### src/rtl/pcr_pkg.sv
package pcr_pkg;
    localparam int DW      = 32;
    localparam int AW      = 4;
    localparam int PEND_W  = 8;
    localparam int PEND_LO = 16;
    localparam int MASK_LO = 8;

    localparam int IRQ_IPI   = 5;
    localparam int IRQ_HOST  = 6;
    localparam int IRQ_TIMER = 7;

    localparam int SB_SUP  = 0;
    localparam int SB_PSUP = 1;
    localparam int SB_EI   = 2;
    localparam int SB_PEI  = 3;
    localparam int SB_FPU  = 4;
    localparam int SB_VEC  = 5;
    localparam int SB_U64  = 6;
    localparam int SB_S64  = 7;

    localparam logic [AW-1:0] IX_STATUS = 4'd0;
    localparam logic [AW-1:0] IX_EPC    = 4'd1;
    localparam logic [AW-1:0] IX_BADVA  = 4'd2;
    localparam logic [AW-1:0] IX_VECTOR = 4'd3;
    localparam logic [AW-1:0] IX_COUNT  = 4'd4;
    localparam logic [AW-1:0] IX_CMP    = 4'd5;
    localparam logic [AW-1:0] IX_CAUSE  = 4'd6;
    localparam logic [AW-1:0] IX_PTBASE = 4'd7;
    localparam logic [AW-1:0] IX_IPI    = 4'd8;
    localparam logic [AW-1:0] IX_TOHOST = 4'd9;
    localparam logic [AW-1:0] IX_FRHOST = 4'd10;

    typedef struct packed {
        logic [DW-1:0]     stat;
        logic [PEND_W-1:0] pend;
        logic [DW-1:0]     epc;
        logic [DW-1:0]     badva;
        logic [DW-1:0]     vector;
        logic [DW-1:0]     count;
        logic [DW-1:0]     cmp;
        logic [DW-1:0]     cause;
        logic [DW-1:0]     ptbase;
        logic [DW-1:0]     tohost;
        logic [DW-1:0]     frhost;
    } pcr_state_t;

    function automatic logic [DW-1:0] stat_wmask(bit fpu, bit vec, bit m64);
        logic [DW-1:0] m;
        m = '0;
        m[SB_SUP]  = 1'b1;
        m[SB_PSUP] = 1'b1;
        m[SB_EI]   = 1'b1;
        m[SB_PEI]  = 1'b1;
        m[SB_FPU]  = fpu;
        m[SB_VEC]  = vec;
        m[SB_U64]  = m64;
        m[SB_S64]  = m64;
        m[MASK_LO +: PEND_W] = '1;
        return m;
    endfunction
endpackage

### src/rtl/pcr_timer.sv
module pcr_timer #(
    parameter int DW    = 32,
    parameter int RET_W = 4
) (
    input  logic [DW-1:0]    count_q,
    input  logic [DW-1:0]    cmp_q,
    input  logic [RET_W-1:0] inc,
    output logic [DW-1:0]    count_next,
    output logic             fire
);
    localparam int SW = DW + 1;
    logic [SW-1:0] sum;

    always_comb begin
        sum        = {1'b0, count_q} + SW'(inc);
        count_next = sum[DW-1:0];
        fire       = (count_q < cmp_q) && (sum >= {1'b0, cmp_q});
    end
endmodule

### src/rtl/pcr_pending.sv
module pcr_pending #(
    parameter int N         = 8,
    parameter int IRQ_TIMER = 7,
    parameter int IRQ_IPI   = 5,
    parameter int IRQ_HOST  = 6
) (
    input  logic [N-1:0] pend_q,
    input  logic         timer_fire,
    input  logic         cmp_wr,
    input  logic         ipi_wr,
    input  logic         ipi_val,
    input  logic         host_wr,
    input  logic         host_val,
    output logic [N-1:0] pend_d
);
    for (genvar i = 0; i < N; i++) begin : g_bit
        if (i == IRQ_TIMER) begin : g_timer
            always_comb begin
                pend_d[i] = pend_q[i];
                if (timer_fire) pend_d[i] = 1'b1;
                if (cmp_wr)     pend_d[i] = 1'b0;
            end
        end else if (i == IRQ_IPI) begin : g_ipi
            always_comb pend_d[i] = ipi_wr ? ipi_val : pend_q[i];
        end else if (i == IRQ_HOST) begin : g_host
            always_comb pend_d[i] = host_wr ? host_val : pend_q[i];
        end else begin : g_hold
            always_comb pend_d[i] = pend_q[i];
        end
    end
endmodule

### src/rtl/pcr_read_mux.sv
module pcr_read_mux
    import pcr_pkg::*;
(
    input  pcr_state_t    st,
    input  logic [AW-1:0] addr,
    output logic [DW-1:0] data
);
    logic [DW-1:0] stat_view;

    always_comb begin
        stat_view = st.stat;
        stat_view[PEND_LO +: PEND_W] = st.pend;
        case (addr)
            IX_STATUS: data = stat_view;
            IX_EPC:    data = st.epc;
            IX_BADVA:  data = st.badva;
            IX_VECTOR: data = st.vector;
            IX_COUNT:  data = st.count;
            IX_CMP:    data = st.cmp;
            IX_CAUSE:  data = st.cause;
            IX_PTBASE: data = st.ptbase;
            IX_TOHOST: data = st.tohost;
            IX_FRHOST: data = st.frhost;
            default:   data = '0;
        endcase
    end
endmodule

### src/rtl/pcr_file.sv
module pcr_file
    import pcr_pkg::*;
#(
    parameter int RET_W     = 4,
    parameter int PAGE_BITS = 12,
    parameter bit HAS_FPU   = 1'b0,
    parameter bit HAS_VEC   = 1'b0,
    parameter bit HAS_64    = 1'b0
) (
    input  logic              clk,
    input  logic              rst_n,
    input  logic [AW-1:0]     rd_addr,
    output logic [DW-1:0]     rd_data,
    input  logic              wr_en,
    input  logic [AW-1:0]     wr_addr,
    input  logic [DW-1:0]     wr_data,
    output logic [DW-1:0]     wr_old,
    input  logic [RET_W-1:0]  retire_cnt,
    output logic [PEND_W-1:0] pend_out
);
    localparam logic [DW-1:0] WMASK     = stat_wmask(HAS_FPU, HAS_VEC, HAS_64);
    localparam logic [DW-1:0] PAGE_MASK = ~((DW'(1) << PAGE_BITS) - DW'(1));
    localparam pcr_state_t    RST_ST    = '{stat: DW'(1) << SB_SUP, default: '0};

    pcr_state_t st_q, st_d;

    logic [DW-1:0]     count_inc;
    logic              raw_fire;
    logic              timer_fire;
    logic [PEND_W-1:0] pend_d;
    logic              wr_count, wr_cmp, wr_ipi, wr_frhost;

    assign wr_count  = wr_en && (wr_addr == IX_COUNT);
    assign wr_cmp    = wr_en && (wr_addr == IX_CMP);
    assign wr_ipi    = wr_en && (wr_addr == IX_IPI);
    assign wr_frhost = wr_en && (wr_addr == IX_FRHOST);
    assign timer_fire = raw_fire && !wr_count;

    pcr_timer #(.DW(DW), .RET_W(RET_W)) u_timer (
        .count_q    (st_q.count),
        .cmp_q      (st_q.cmp),
        .inc        (retire_cnt),
        .count_next (count_inc),
        .fire       (raw_fire)
    );

    pcr_pending #(
        .N(PEND_W), .IRQ_TIMER(IRQ_TIMER), .IRQ_IPI(IRQ_IPI), .IRQ_HOST(IRQ_HOST)
    ) u_pend (
        .pend_q     (st_q.pend),
        .timer_fire (timer_fire),
        .cmp_wr     (wr_cmp),
        .ipi_wr     (wr_ipi),
        .ipi_val    (wr_data[0]),
        .host_wr    (wr_frhost),
        .host_val   (wr_data != '0),
        .pend_d     (pend_d)
    );

    pcr_read_mux u_rd  (.st(st_q), .addr(rd_addr), .data(rd_data));
    pcr_read_mux u_old (.st(st_q), .addr(wr_addr), .data(wr_old));

    always_comb begin
        st_d       = st_q;
        st_d.count = count_inc;
        st_d.pend  = pend_d;
        if (wr_en) begin
            case (wr_addr)
                IX_STATUS: st_d.stat   = wr_data & WMASK;
                IX_EPC:    st_d.epc    = wr_data;
                IX_BADVA:  st_d.badva  = wr_data;
                IX_VECTOR: st_d.vector = wr_data;
                IX_COUNT:  st_d.count  = wr_data;
                IX_CMP:    st_d.cmp    = wr_data;
                IX_CAUSE:  st_d.cause  = wr_data;
                IX_PTBASE: st_d.ptbase = wr_data & PAGE_MASK;
                IX_TOHOST: if (st_q.tohost == '0) st_d.tohost = wr_data;
                IX_FRHOST: st_d.frhost = wr_data;
                default:   ;
            endcase
        end
    end

    always_ff @(posedge clk or negedge rst_n) begin
        if (!rst_n) st_q <= RST_ST;
        else        st_q <= st_d;
    end

    assign pend_out = st_q.pend;
endmodule

### config.mk
export PLATFORM = sky130hd
export DESIGN_NAME = pcr_file
export DESIGN_NICKNAME = d
export VERILOG_FILES = /design/src/rtl/pcr_pkg.sv /design/src/rtl/pcr_timer.sv /design/src/rtl/pcr_pending.sv /design/src/rtl/pcr_read_mux.sv /design/src/rtl/pcr_file.sv
export SDC_FILE = /design/constraint.sdc
export NUM_CORES = 1
export LEC_CHECK = 0
export CORE_MARGIN = 5
export CORE_UTILIZATION = 25
export DETAILED_ROUTE_END_ITERATION = 16
export MAX_ROUTING_LAYER = met4
export PLACE_DENSITY = 0.52
export SYNTH_ARGS = -nofsm -noshare
export SYNTH_HDL_FRONTEND = slang
export SYNTH_SLANG_ARGS = --single-unit
### constraint.sdc
create_clock -name clk -period 3 [get_ports clk]
set_input_delay 0.6 -clock clk [delete_from_list [all_inputs] [get_ports clk]]
set_output_delay 0.6 -clock clk [all_outputs]
set_load 0.05 [all_outputs]
Word level (Yosys, flattened, before mapping)

Index checks and enable logic that the tools add are counted.

Bits in registers: 291
Output and inout bits: 72

$add $sub $neg: 1
Order comparisons: 2
Eq/ne operators: 19
Mux-type cells: 12
Reduce and logical (&&, ||, !) cells: 21

Operators by type and width:

| operator                                            | count |
|---|---|
| one-hot mux 32 bit (10 select lines)                | 2 |
| two-way mux 32 bit                                  | 7 |
| two-way mux 192 bit                                 | 1 |
| adder 32 x 4 -> 33 bit                              | 1 |
| >= comparator 33 x 32 -> 1 bit                      | 1 |
| equality test 4 x 3 -> 1 bit, second input constant | 8 |
| zero test 32 bit                                    | 1 |
| < comparator 32 bit                                 | 1 |
| nonzero test 32 bit                                 | 1 |
| equality test 4 bit, second input constant          | 5 |
| equality test 4 x 2 -> 1 bit, second input constant | 4 |
| AND reduction 2 bit                                 | 8 |
| equality test 4 x 1 -> 1 bit, second input constant | 2 |
| zero test 4 bit                                     | 2 |
| logical AND 1 bit                                   | 6 |
| AND reduction 3 bit                                 | 1 |
| two-way mux 1 bit                                   | 2 |
| nonzero test 2 bit                                  | 1 |
| zero test 1 bit                                     | 1 |

Depth between registers and ports, before layout

Depth after elaboration: 6
Mapped depth: 14

Hierarchy

Synthesis repeated with hierarchy kept, for this count alone.

Cell total of the unflattened synthesis: 1,776
Area total of the unflattened synthesis: 19,100.8 µm²

By module, submodules not included:

| module       | instances | cells each | area each (µm²) |
|---|---|---|---|
| pcr_file     | 1         | 764        | 11,441.0 |
| pcr_read_mux | 2         | 360        | 2,708.8 |
| pcr_timer    | 1         | 284        | 2,164.6 |
| pcr_pending  | 1         | 8          | 77.6 |

Worst setup path after synthesis

Ideal clock, no wire load.

Kind: input port to output port
Start point: input rd_addr[0]
End point: output rd_data[20]
Arrival time: 2,948 ps
Data required time: 2,400 ps
Path slack: -548 ps
Stages: 4
Cells stage by stage: clkbuf_1 > nor2b_1 > a22oi_1 > o311ai_0

Cells in the longest elaborated chain, start to end: 2
Elaborated cells between the ends (all ways): 11
Those cells by class: eq/ne: 9; mux: 1; reduce/logical: 1

Ends and longest elaborated chain:

| what                                              | line               | RTL |
|---|---|---|
| start, declared                                   | pcr_file.sv:12     | `input logic [AW-1:0] rd_addr,` |
| equality test 4 bit, or another cell as far along | pcr_read_mux.sv:13 | `case (addr)` |
| one-hot mux 32 bit (10 select lines) *            | pcr_read_mux.sv:13 |  |
| end, declared                                     | pcr_file.sv:13     | `output logic [DW-1:0] rd_data,` |

Every way passes the cells marked *; elsewhere a longest branch is shown, timed or not.

Worst setup path after layout

Start point: input retire_cnt[3]
End point: register st_q, in the netlist pend_out[7]

Cells in the longest elaborated chain, start to end: 5

Ends and longest elaborated chain:

| what                                | line            | RTL |
|---|---|---|
| start, declared                     | pcr_file.sv:18  | `input logic [RET_W-1:0] retire_cnt,` |
| adder 32 x 4 -> 33 bit              | pcr_timer.sv:15 | `sum = {1'b0, count_q} + SW'(inc);` |
| >= comparator 33 x 32 -> 1 bit      | pcr_timer.sv:17 | `fire = (count_q < cmp_q) && (sum >= {1'b0, cmp_q});` |
| logical AND 1 bit                   | pcr_timer.sv:17 |  |
| logical AND 1 bit                   | pcr_file.sv:37  | `assign timer_fire = raw_fire && !wr_count;` |
| nonzero test 2 bit (no source line) | --              |  |
| end signal, assigned                | pcr_file.sv:86  | `else st_q <= st_d;` |
| end, declared                       | pcr_file.sv:25  | `pcr_state_t st_q, st_d;` |

No other way between the ends.
A chain may end at the register's enable or synchronous reset.

==> metrics.txt <==
run status=complete, but fails checks; failing checks=negative setup slack; Area contributors post-synth=dfrtp_1, mux2_2, a22oi_1, ha_1, a221oi_1; Die Span Y=265 um; WL/cell=26.5 um; clock root cell=clkbuf_16; Setup crit start=retire_cnt[3]; synthesis-to-layout area growth=41.1%; # diodes=0; Clk Latency, worst-skew pair=0.56 ns; Leak=10.1 nW; RSZ-0062 raised after global routing=yes; Max IR drop VDD=0.314 mV; HP Class=in -> async; Worst setup SP type=input port; crit path to=pend_out[7]$_DFFE_PN0P_; cell taking the most area after synthesis=dfrtp_1; Worst Path Buf+Inv=3; Initial Util=0.252; worst slack, placed=-1.14 ns; share of layout cells above drive strength 1=0.426; Mapped Area=0.0162 sq mm; Post-Synth Simple-Gate Area=0.0758; fmax=309 MHz; total number of vias=14.6k; post-synthesis instance total=1,426; Reg area=0.00728 sq mm; largest family of logic cells by synthesized area=multiplexers; CP max-delay cell=clkdlybuf4s50_1; Layout Cells excl Fill=2,607; XOR/XNOR Fraction of Synth Area=0.0162; sequential share of the synthesized area=0.450; Multi-input gate area=0.00876 sq mm; Worst Slack Setup Final=-0.237 ns; H-tree depth=2; mux cell area share after synthesis=0.186; Most used DFF post-synth=dfrtp_1; I/O pin total=119; crit path DAT=3.69 ns; drt first pass iters=7; CTS Buffer Depth=3; Tot GR Track Use=0.196; reg2reg path depth=16; Synth Warn #=0; CORE AREA=0.0643 sq mm; setup slack, reg-to-reg=-0.23 ns; post-synth top area share=0.448; row count=93; max-cap violation count=0; post-DP HPWL=48,700 um; Crit path depth=14; hold slack=0.127 ns; grt total ovfl=0; Hold Fails Final Rpt=0; number of synthesized register bits=291; ANT nets after route=0; Total Nets Final=1,843; Post-synth EDFFs=0; Synth Area per Inst=11.4 sq um; Worst EP required=3.45 ns; Clk pin slew, worst setup/hold paths=0.06 ns; Synth Area in Compound Gates=0.179; Final setup viols=1; Inserted Clock Buffers=37; vias in the first global route=15.1k; DR iter-0 viols=1,805; clk_skew=0.0173 ns; asr flop ratio synth=1.00; CP Capture Type=flop; hold_buf cts=0; Max stage delay on crit path=0.51 ns; DRC errors left=0; GPL Wtd Cong=0.953; die area=0.0700 sq mm; Tot Pwr=17.0 mW; Filler Cells Inserted=6,287; fin area=0.0228 sq mm; Slew headroom=0.243; placed cell areas=0.0210 sq mm; DRT Wirelength=69,000 um; Die Width=265 um; CTS tree=built; global-route wire length before repair=102,000 um; Distinct cells, synth=55; worst-path maximum fanout=5; adder-cell area share of the yosys netlist=0.0530; crit path time final=3.24 ns; worst path cell trace=clkdlybuf4s50_1, ha_4, inv_1, o21ba_4, nor4b_2, xor2_1, ha_1, nand4_1, nor4_4, buf_4, nand3_2, nand2_1, a32o_1, o32a_1; PwrDens=746 mW/mm^2; Slew @ Worst Pin=1.12 ns; Crit Path Category=in -> reg; Top delay family on crit path=compound AO/OA/AOI/OAI gates; largest net degree at the start of global routing=98; initial antenna violation count=0; Final Slew Violations=0; fin crit share=1.08; reg2reg start=st_q[160]$_DFF_PN0_; Num Clock Sinks=291; port bufs=113; via/cell ratio=5.60; worst r2r dst=pend_out[7]$_DFFE_PN0P_; Inst Count DP=2,522
stage by stage:
step	util	TNS (ns)
CTS	0.353	-0.197
global route	0.355	-0.413
floorplan	-	-0.139
global placement	0.326	-25.86
finish	0.355	-0.237
detailed placement	0.326	-24.29
worst min-delay path by stage:
stage / to / cells past startpoint
finish: st_q[3]$_DFFE_PN0P_ / 1
global route: st_q[195]$_DFFE_PN0P_ / 1
CTS: st_q[167]$_DFF_PN0_ / 1
detailed placement: st_q[49]$_DFFE_PN0P_ / 1
global placement: st_q[48]$_DFFE_PN0P_ / 1
floorplan: pend_out[5]$_DFFE_PN0P_ / 0
state kept, by name, indices dropped and copies added (netlist names):
register,count
st_q,288
pend_out,3
cells in the mapped netlist (all sizes together), types with 2 or more instances:
cell type and number:
a21oi 28, a221o 11, nand3 49, nor2b 2, or4 2, a221oi 45
or3 3, o2111ai 2, inv 36, nor2 28, xnor2 13, nor3 22
mux2 265, o21ai 19, clkbuf 86, xor2 17, a22oi 143, a31oi 2
buf 42, a22o 37, o211ai 2, nand4 38, dfrtp 290, nor4b 2
o311ai 2, nor4 23, nand2b 8, nor3b 2, a222oi 32, and3 5
ha 67, a211oi 5, mux2i 2, and4 2, nand2 43, a21o 38
cells in the final DEF, fill, tap and decap left out, types with 6 or more instances in the layout:
cell type,netlist,routed
nor2_1,27,15
nand2b_4,0,6
ha_1,67,64
nor4_1,23,18
buf_4,9,229
dfrtp_1,290,290
xor2_1,17,16
nand2_2,0,7
inv_1,36,36
clkbuf_8,0,12
nand4_1,38,38
a22o_1,37,37
a222oi_1,32,32
nor3_1,22,12
xnor2_1,13,10
clkbuf_16,0,40
a221oi_1,45,38
a21o_1,38,38
nor3_4,0,6
buf_12,0,101
a221oi_2,0,7
a221o_1,11,11
mux2_2,264,264
a21oi_1,28,25
a22oi_1,143,142
nand2_1,43,35
o21ai_1,0,10
nand3_1,48,45
nor2_4,0,10
o21ai_0,19,9
clkdlybuf4s50_1,0,37
layout make-up:
cell class / count / share of cell area
Multi-Input combinational cell: 977 / 0.384
Sequential cell: 291 / 0.319
Timing Repair Buffer: 385 / 0.188
Clock buffer: 53 / 0.0503
Tap cell: 855 / 0.0468
Clock inverter: 10 / 0.00695
Inverter: 36 / 0.00591
logic make-up (layout without fill, tap and decap cells):
group / count (synthesis) / in the layout
adder cells (fa/ha/maj): 68 / 68
flip-flops: 291 / 291
multiplexers: 267 / 267
other: 1 / 5
buffers and inverters: 164 / 484
AO/OA/AOI/OAI: 373 / 374
XOR/XNOR: 30 / 30
AND/OR/NAND/NOR: 232 / 233
power breakdown:
group / internal [mW] / switching [mW] / total [mW]
combinational: 3.00 / 3.23 / 6.23
sequential: 4.95 / 1.06 / 6.02
clock: 2.99 / 1.81 / 4.80
routing by layer:
layer / part of all wire / vias up / wire length, um / GRT usage
met3: 0.074 / 220 / 5090 / 0.0309
met1: 0.42 / 7404 / 29100 / 0.256
met5: 0 / - / 0 / -
met2: 0.45 / 813 / 31300 / 0.302
met4: 0.050 / 0 / 3480 / 0.0867
li1: - / 6169 / - / -
timing repair:
action | CTS | global route
resized for setup | 65 | 25
gates cloned | 2 | 1
pin swaps | 22 | 13
setup endpoints to repair | 65 | 30
buffers inserted | 15 | 4
Power figures use the tool's default switching activity.
